<file path="src/rtl/qual_pkg.sv">
package qual_pkg;

  typedef enum logic [1:0] {
    TX_OFF  = 2'd0,
    TX_ON   = 2'd1,
    TX_SHUT = 2'd2
  } txCode_e;

  typedef enum logic [1:0] {
    ST_HELD = 2'd0,
    ST_ARM  = 2'd1,
    ST_RUN  = 2'd2
  } ctrlState_e;

  typedef struct packed {
    logic sendOn;
    logic sendOff;
    logic sendShut;
  } cmdStrobes_t;

  function automatic int cyclesFor(input int pulseNs, input int periodNs);
    int c;
    c = (pulseNs + periodNs - 1) / periodNs;
    return (c < 1) ? 1 : c;
  endfunction

endpackage

</file>
<file path="src/rtl/qual_glitch_filter.sv">
module qual_glitch_filter #(
  parameter int   CYCLES    = 5,
  parameter logic RST_LEVEL = 1'b0
) (
  input  logic clk,
  input  logic rstN,
  input  logic rawIn,
  output logic cleanOut
);

  logic sampled;

  always_ff @(posedge clk or negedge rstN) begin
    if (!rstN) sampled <= RST_LEVEL;
    else       sampled <= rawIn;
  end

  generate
    if (CYCLES <= 1) begin : g_direct
      always_ff @(posedge clk or negedge rstN) begin
        if (!rstN) cleanOut <= RST_LEVEL;
        else       cleanOut <= sampled;
      end
    end else begin : g_count
      localparam int CW = $clog2(CYCLES);
      logic [CW-1:0] runCnt;
      always_ff @(posedge clk or negedge rstN) begin
        if (!rstN) begin
          cleanOut <= RST_LEVEL;
          runCnt   <= '0;
        end else if (sampled != cleanOut) begin
          if (runCnt == CW'(CYCLES - 1)) begin
            cleanOut <= sampled;
            runCnt   <= '0;
          end else begin
            runCnt <= runCnt + 1'b1;
          end
        end else begin
          runCnt <= '0;
        end
      end
    end
  endgenerate

endmodule

</file>
<file path="src/rtl/qual_datapath.sv">
module qual_datapath
  import qual_pkg::*;
#(
  parameter int FILT_CYCLES = 5
) (
  input  logic        clk,
  input  logic        rstN,
  input  logic        pwmIn,
  input  logic        enIn,
  input  cmdStrobes_t strobes,
  output logic        pwmOn,
  output logic        enOk,
  output logic        txValid,
  output logic [1:0]  txCode
);

  logic pwmLowRaw;
  logic pwmLowClean;

  assign pwmLowRaw = ~pwmIn;

  qual_glitch_filter #(.CYCLES(FILT_CYCLES), .RST_LEVEL(1'b1)) u_pwmFilt (
    .clk(clk), .rstN(rstN), .rawIn(pwmLowRaw), .cleanOut(pwmLowClean)
  );

  qual_glitch_filter #(.CYCLES(FILT_CYCLES), .RST_LEVEL(1'b0)) u_enFilt (
    .clk(clk), .rstN(rstN), .rawIn(enIn), .cleanOut(enOk)
  );

  assign pwmOn = ~pwmLowClean;

  always_ff @(posedge clk or negedge rstN) begin
    if (!rstN) begin
      txValid <= 1'b0;
      txCode  <= TX_OFF;
    end else begin
      txValid <= strobes.sendOn | strobes.sendOff | strobes.sendShut;
      if (strobes.sendShut)     txCode <= TX_SHUT;
      else if (strobes.sendOn)  txCode <= TX_ON;
      else if (strobes.sendOff) txCode <= TX_OFF;
    end
  end

endmodule

</file>
<file path="src/rtl/qual_control.sv">
module qual_control
  import qual_pkg::*;
(
  input  logic        clk,
  input  logic        rstN,
  input  logic        pwmOn,
  input  logic        enOk,
  input  logic        supplyOk,
  output cmdStrobes_t strobes
);

  ctrlState_e stateQ, stateD;
  logic       lastOnQ, lastOnD;
  logic       allowed;

  assign allowed = enOk & supplyOk;

  always_comb begin
    stateD  = stateQ;
    lastOnD = lastOnQ;
    strobes = '0;
    unique case (stateQ)
      ST_HELD: begin
        lastOnD = 1'b0;
        if (allowed) stateD = ST_ARM;
      end
      ST_ARM: begin
        lastOnD = 1'b0;
        if (!allowed)    stateD = ST_HELD;
        else if (!pwmOn) stateD = ST_RUN;
      end
      ST_RUN: begin
        if (!allowed) begin
          stateD           = ST_HELD;
          lastOnD          = 1'b0;
          strobes.sendShut = 1'b1;
        end else if (pwmOn != lastOnQ) begin
          lastOnD         = pwmOn;
          strobes.sendOn  = pwmOn;
          strobes.sendOff = ~pwmOn;
        end
      end
      default: begin
        stateD  = ST_HELD;
        lastOnD = 1'b0;
      end
    endcase
  end

  always_ff @(posedge clk or negedge rstN) begin
    if (!rstN) begin
      stateQ  <= ST_HELD;
      lastOnQ <= 1'b0;
    end else begin
      stateQ  <= stateD;
      lastOnQ <= lastOnD;
    end
  end

endmodule

</file>
<file path="src/rtl/gate_input_qualifier.sv">
module gate_input_qualifier
  import qual_pkg::*;
#(
  parameter int CLK_PERIOD_NS = 8,
  parameter int MIN_PULSE_NS  = 40
) (
  input  logic       clk,
  input  logic       rstN,
  input  logic       pwmIn,
  input  logic       enIn,
  input  logic       supplyOk,
  output logic       txValid,
  output logic [1:0] txCode
);

  localparam int FILT_CYCLES = cyclesFor(MIN_PULSE_NS, CLK_PERIOD_NS);

  cmdStrobes_t strobes;
  logic        pwmOn;
  logic        enOk;

  qual_datapath #(.FILT_CYCLES(FILT_CYCLES)) u_dp (
    .clk(clk), .rstN(rstN), .pwmIn(pwmIn), .enIn(enIn), .strobes(strobes),
    .pwmOn(pwmOn), .enOk(enOk), .txValid(txValid), .txCode(txCode)
  );

  qual_control u_ctrl (
    .clk(clk), .rstN(rstN), .pwmOn(pwmOn), .enOk(enOk),
    .supplyOk(supplyOk), .strobes(strobes)
  );

endmodule

</file>
<file path="config.mk">
export PLATFORM = sky130hd
export DESIGN_NAME = gate_input_qualifier
export DESIGN_NICKNAME = d
export VERILOG_FILES = /design/src/rtl/qual_pkg.sv /design/src/rtl/qual_glitch_filter.sv /design/src/rtl/qual_datapath.sv /design/src/rtl/qual_control.sv /design/src/rtl/gate_input_qualifier.sv
export SDC_FILE = /design/constraint.sdc
export NUM_CORES = 1
export LEC_CHECK = 0
export BUFFER_PORTS_ARGS = -buffer_cell sky130_fd_sc_hd__buf_4
export CORE_MARGIN = 3
export CORE_UTILIZATION = 30
export CTS_BUF_LIST = sky130_fd_sc_hd__clkbuf_16
export DETAILED_ROUTE_END_ITERATION = 8
export HOLD_SLACK_MARGIN = 0.1
export PLACE_DENSITY = 0.5
export SYNTH_ARGS = -nofsm -noshare
export SYNTH_HDL_FRONTEND = slang
export SYNTH_HIERARCHICAL = 1
export SYNTH_SLANG_ARGS = --single-unit
export TNS_END_PERCENT = 30
</file>
<file path="constraint.sdc">
create_clock -name clk -period 1.63 [get_ports clk]
set_clock_uncertainty 0.05 [all_clocks]
set_input_delay 0.326 -clock clk [delete_from_list [all_inputs] [get_ports clk]]
set_output_delay 0.326 -clock clk [all_outputs]
set_load 0.01 [all_outputs]
</file>
* Word-level counts from Yosys, hierarchy flattened
Cells that the tools add are included.
** Word-level totals
- Register bits after elaboration :: 16
- Word-level logic and storage cells :: 52
- Input port bits :: 5
- Output and inout bits :: 3
** Operators by class
- Equality and inequality tests :: 11
- Reductions and logical operators :: 5
- Bitwise gates (word level) :: 5
- Multiplexer cells :: 19
- Add/sub/neg operators :: 2
** Operators with widths (number)
- $mux W2 :: 9
- $mux W3 :: 5
- $add A3 B1 Y3 const B :: 2
- $eq A3 B3 Y1 const B :: 2
- $ne A3 B3 Y1 const B :: 2
- $pmux W2 S3 :: 1
- $mux W1 :: 4
- $reduce_and A2 Y1 :: 2
- $ne A1 B1 Y1 :: 3
- $reduce_and A3 Y1 :: 1
- $reduce_bool A3 Y1 :: 1
- $eq A2 B1 Y1 const B :: 1
- $eq A2 B2 Y1 const B :: 1
- $logic_not A2 Y1 :: 1
- $ne A2 B1 Y1 const B :: 1
- $ne A2 B2 Y1 const B :: 1
- $not A1 Y1 :: 2
- $or A1 B1 Y1 :: 2
- $and A1 B1 Y1 :: 1

* Longest topological paths before layout
- Depth after elaboration :: 8
- Gate-level depth with buffers :: 6
- Gate-level depth less buffers :: 6

* Cells and area by module
The synthesis kept the hierarchy.
** Modules (own cells, without submodules)
- qual_glitch_filter (u_dp.u_pwmFilt) :: times used 1, cells an instance 17, area an instance 217.7 um2, seq. area each 127.6 um2
- qual_glitch_filter (u_dp.u_enFilt) :: times used 1, cells an instance 17, area an instance 215.2 um2, seq. area each 125.1 um2
- qual_control :: times used 1, cells an instance 18, area an instance 181.4 um2, seq. area each 75.1 um2
- qual_datapath :: times used 1, cells an instance 11, area an instance 115.1 um2, seq. area each 75.1 um2

* Worst setup path before layout
OpenSTA, ideal clock, no wires.
- Kind :: reg-to-reg
- Start point :: register u_dp.u_pwmFilt.cleanOut
- End point :: register u_dp.txValid
- Setup time :: 131 ps
- Stages on the path, launching flop included :: 5
- Path slack :: 197 ps
- Required time :: 1449 ps
- Arrival time :: 1252 ps
- Path buffers :: 0
- Clock period less this slack :: 1433 ps
- Path through :: dfstp_2 -> inv_1 -> ha_1 -> and2_1 -> or3_1
** RTL lines
- from (decl) :: RTL line qual_glitch_filter.sv:8 : output logic cleanOut
- from (signal assigned) :: RTL line qual_glitch_filter.sv:33 : cleanOut <= sampled;
- to (signal assigned) :: RTL line qual_datapath.sv:37 : txValid <= strobes.sendOn | strobes.sendOff | strobes.sendShut;
- to (decl) :: RTL line qual_datapath.sv:13 : output logic txValid,

==> flow_summary_export.csv <==
group,metric,value,unit
floorplan,core-area,2255,sq um
grt,met3_usage,3.738,%
worst_setup_path,startpoint_type,"register",
logic_synthesis,synth_cell_type_count,20,
grt,gr-usage-met1,9.559,%
worst_setup_path,slowest_delay,540,ps
floorplan,die_w,55.31,um
grt,grtUsageTotal,7.828,%
sta,setup_ws,154.6,ps
power_and_ir_drop,power_frac_seq,42.5,%
logic_synthesis,netlist_area,729.5,sq um
sta,post-route-period-util,90.52,%
worst_setup_path,crit_family,"flip-flops",
logic_synthesis,synth-seq-cells,16,
power_and_ir_drop,combPwrFrac,22.2,%
logic_synthesis,synthesis.nets,74,
drt,first_pass_iters,4,
floorplan,start_util,32.35,%
placed_design,dp_hpwl,794.8,um
sta,finalMaxSlewViolations,0,
logic_synthesis,syn_inst,63,
drt,vias,453,
worst_setup_path,path_cells,"inv_1 -> ha_1 -> and2_1 -> or3_1",
sta,fin_setup_tns,0,ps
power_and_ir_drop,peakVddDrop,834.5,uV
clocking,clkTransAtPathRegs,50,ps
sta,hold_viol_final,0,
worst_setup_path,endpoint_kind,"register",
clocking,clkLatencyLatePin,240,ps
grt,grt_use_met2,12.33,%
sta,slew_headroom,80.89,%
power_and_ir_drop,power_switching,356.4,uW
clocking,cts_buffer_depth,2,
power_and_ir_drop,p_int,975.4,uW
sta,grt_setup_unrepaired,"no",
clocking,clock-sinks,16,
worst_setup_path,critPathSlowestCell,"dfstp_2",
logic_synthesis,ys_async_sr_fraction,100.0,%
floorplan,die-area,3059,sq um
final_layout,layout-drive-gt1-share,18.67,%
logic_synthesis,synth_top_cell_by_area,"dfrtp_1",
final_layout,area_delta_synth_final,24.19,%
final_layout,ff_latch_area,402.9,sq um
worst_setup_path,required,1700,ps
sta,clock.fmax,677.8,MHz
logic_synthesis,synth_common_cells,"dfrtp_1 (14), inv_1 (9), ha_1 (6), a21oi_1 (5), nand2b_1 (4)",
final_layout,fill_cells,236,
run_status,status,"finished clean",
drt,drt.antenna.violating_nets,0,
floorplan,die_h,55.31,um
power_and_ir_drop,p_per_area,1470,nW/um^2
logic_synthesis,ys_seq_area_share,55.23,%
drt,via_per_inst,4.398,
drt,drc,0,
hold_path,hp-class,"primary input to register",
power_and_ir_drop,swShare,26.76,%
logic_synthesis,netlist_top_cells_area,"dfrtp_1 (48%), ha_1 (10%), dfstp_2 (7.2%), inv_1 (4.6%), or3b_1 (3.6%)",
worst_setup_path,path_max_fanout,4,
worst_setup_path,r2r_slack,150,ps
power_and_ir_drop,p_clk_share,35.3,%
logic_synthesis,syn_avg_cell_area,11.58,sq um
placed_design,place_ws,144.4,ps
logic_synthesis,synth_top_area_share,48.03,%
final_layout,multi_input_area,292.8,sq um
grt,grt_overflow_total,0,
drt,wirelength,1.050,mm
grt,grt_pass1_wl,1.883,mm
sta,tightest_slew,284.7,ps
worst_setup_path,cp_num_buf_inv,1,
grt,grt_start_max_net_pins,17,
final_layout,nets,87,
worst_setup_path,worstSetupPathType,"register to register",
power_and_ir_drop,leakage,0.4243,nW
worst_setup_path,cp.arrival,1550,ps
clocking,htreeDepth,1,
placed_design,gp_congestion,0.7547,
clocking,cts_buffers,3,
power_and_ir_drop,finalPower,1.332,mW
drt,drt_iter0_markers,5,
floorplan,io_pins,8,
final_layout,diodes,0,
logic_synthesis,synth-warning-count,6,
sta,setup_viol,0,
clocking,cts_resized,0,
logic_synthesis,synthFlopType,"dfrtp_1",
floorplan,rows,17,
logic_synthesis,yosysMostFrequentCell,"dfrtp_1",
clocking,cts_tree,"done",
placed_design,port_buffers,7,
logic_synthesis,synth_enable_flop_cells,0,
sta,period_minus_slack,1475,ps
grt,busiest_layer,"met2",
run,cap_violations,0,
grt,antenna_found_initial,0,
grt,grt_pass1_vias,459,
clocking,root_buffer,"clkbuf_16",
drt,wl_per_cell,10.19,um
## layout by cell type, fill, tap and decap left out
cell type	synthesis	routed
inv_1	9	9
or3b_1	3	3
xnor2_1	2	2
clkbuf_16	0	3
and4b_1	1	1
nor2b_1	2	2
dfrtp_1	14	14
mux2_2	2	2
nor3_1	1	1
a21oi_1	5	5
nor3b_1	2	2
mux2i_1	1	1
dfstp_2	2	2
dlygate4sd3_1	0	1
or3_1	1	1
nand2b_1	4	4
a211oi_1	1	1
nor2_1	1	1
nand2_1	3	3
buf_4	0	7
clkinv_1	0	1
ha_1	6	6
and2_1	2	2
a21o_1	1	1
## final timing paths
path                                                       start                               end  cells after the start
worst max-delay path                     u_dp/u_pwmFilt/cleanOut                      u_dp/txValid                      4
worst min-delay path                                        enIn             u_dp/u_enFilt/sampled                      1
worst max register to register           u_dp/u_pwmFilt/cleanOut                      u_dp/txValid                      4
worst min register to register  u_dp/u_pwmFilt/g_count.runCnt[0]  u_dp/u_pwmFilt/g_count.runCnt[0]                      1
max in group asynchronous                                   rstN           u_dp/u_pwmFilt/cleanOut                      2
min in group asynchronous                                   rstN             u_dp/u_enFilt/sampled                      2
## area by class of cell
class / count / area share [%]
sequential: 16 / 44.48
tap: 28 / 3.867
multi-input combinational: 38 / 32.32
timing repair buffer: 8 / 6.906
clock inverter: 1 / 0.4144
inverter: 9 / 3.729
clock buffer: 3 / 8.287
## power groups by stage
stage                     logic, mW  registers, mW  clock network, mW
after floorplan               0.230          0.559                  0
after global placement        0.294          0.570                  0
after detailed placement      0.299          0.574                  0
after CTS                     0.305          0.567              0.481
after global routing          0.358          0.579              0.499
final                         0.296          0.566              0.470
## worst reg2reg max path: stages (launching register included)
cell and delay, ps:
dfstp_2 540, inv_1 70, ha_1 190, and2_1 150, or3_1 360
## registers in the layout (all words and copies together), names as in the netlist
name and cells:
u_dp/u_pwmFilt/g_count.runCnt 3, u_dp/u_pwmFilt/cleanOut 1, u_dp/u_pwmFilt/sampled 1, u_ctrl/stateQ 2, u_dp/txValid 1, u_dp/u_enFilt/g_count.runCnt 3
u_dp/txCode 2, u_ctrl/lastOnQ 1, u_dp/u_enFilt/cleanOut 1, u_dp/u_enFilt/sampled 1
## cells by family after synthesis
group / after synthesis / synth area share, %
compound gates: 7 / 5.489
xor+xnor: 2 / 2.402
fa+ha+maj: 6 / 10.29
buf+inv: 9 / 4.631
flops: 16 / 55.23
mux: 3 / 4.460
simple gates: 20 / 17.49
## metrics by stage
stage	cell area (sq um)	hold WS (ps)	cells	utilization, %
floorplan	729.5	-19.59	63	-
global placement	817.0	146.8	98	36.24
detailed placement	817.0	150.6	98	36.24
CTS	905.9	134.1	103	40.18
global route	905.9	129.3	103	40.18
finish	905.9	136.0	103	40.18
## timing repair
item	CTS	global route
hold buffers	1	0
setup buffers	0	0
endpoints found under the hold margin	14	0
## layer usage
metal / wire length [um] / up-vias
met2: 470 / 8
li1: - / 231
met3: 55 / 2
met1: 514 / 212
met4: 9 / 0
met5: 0 / -
(Power assumes the default switching activity.)
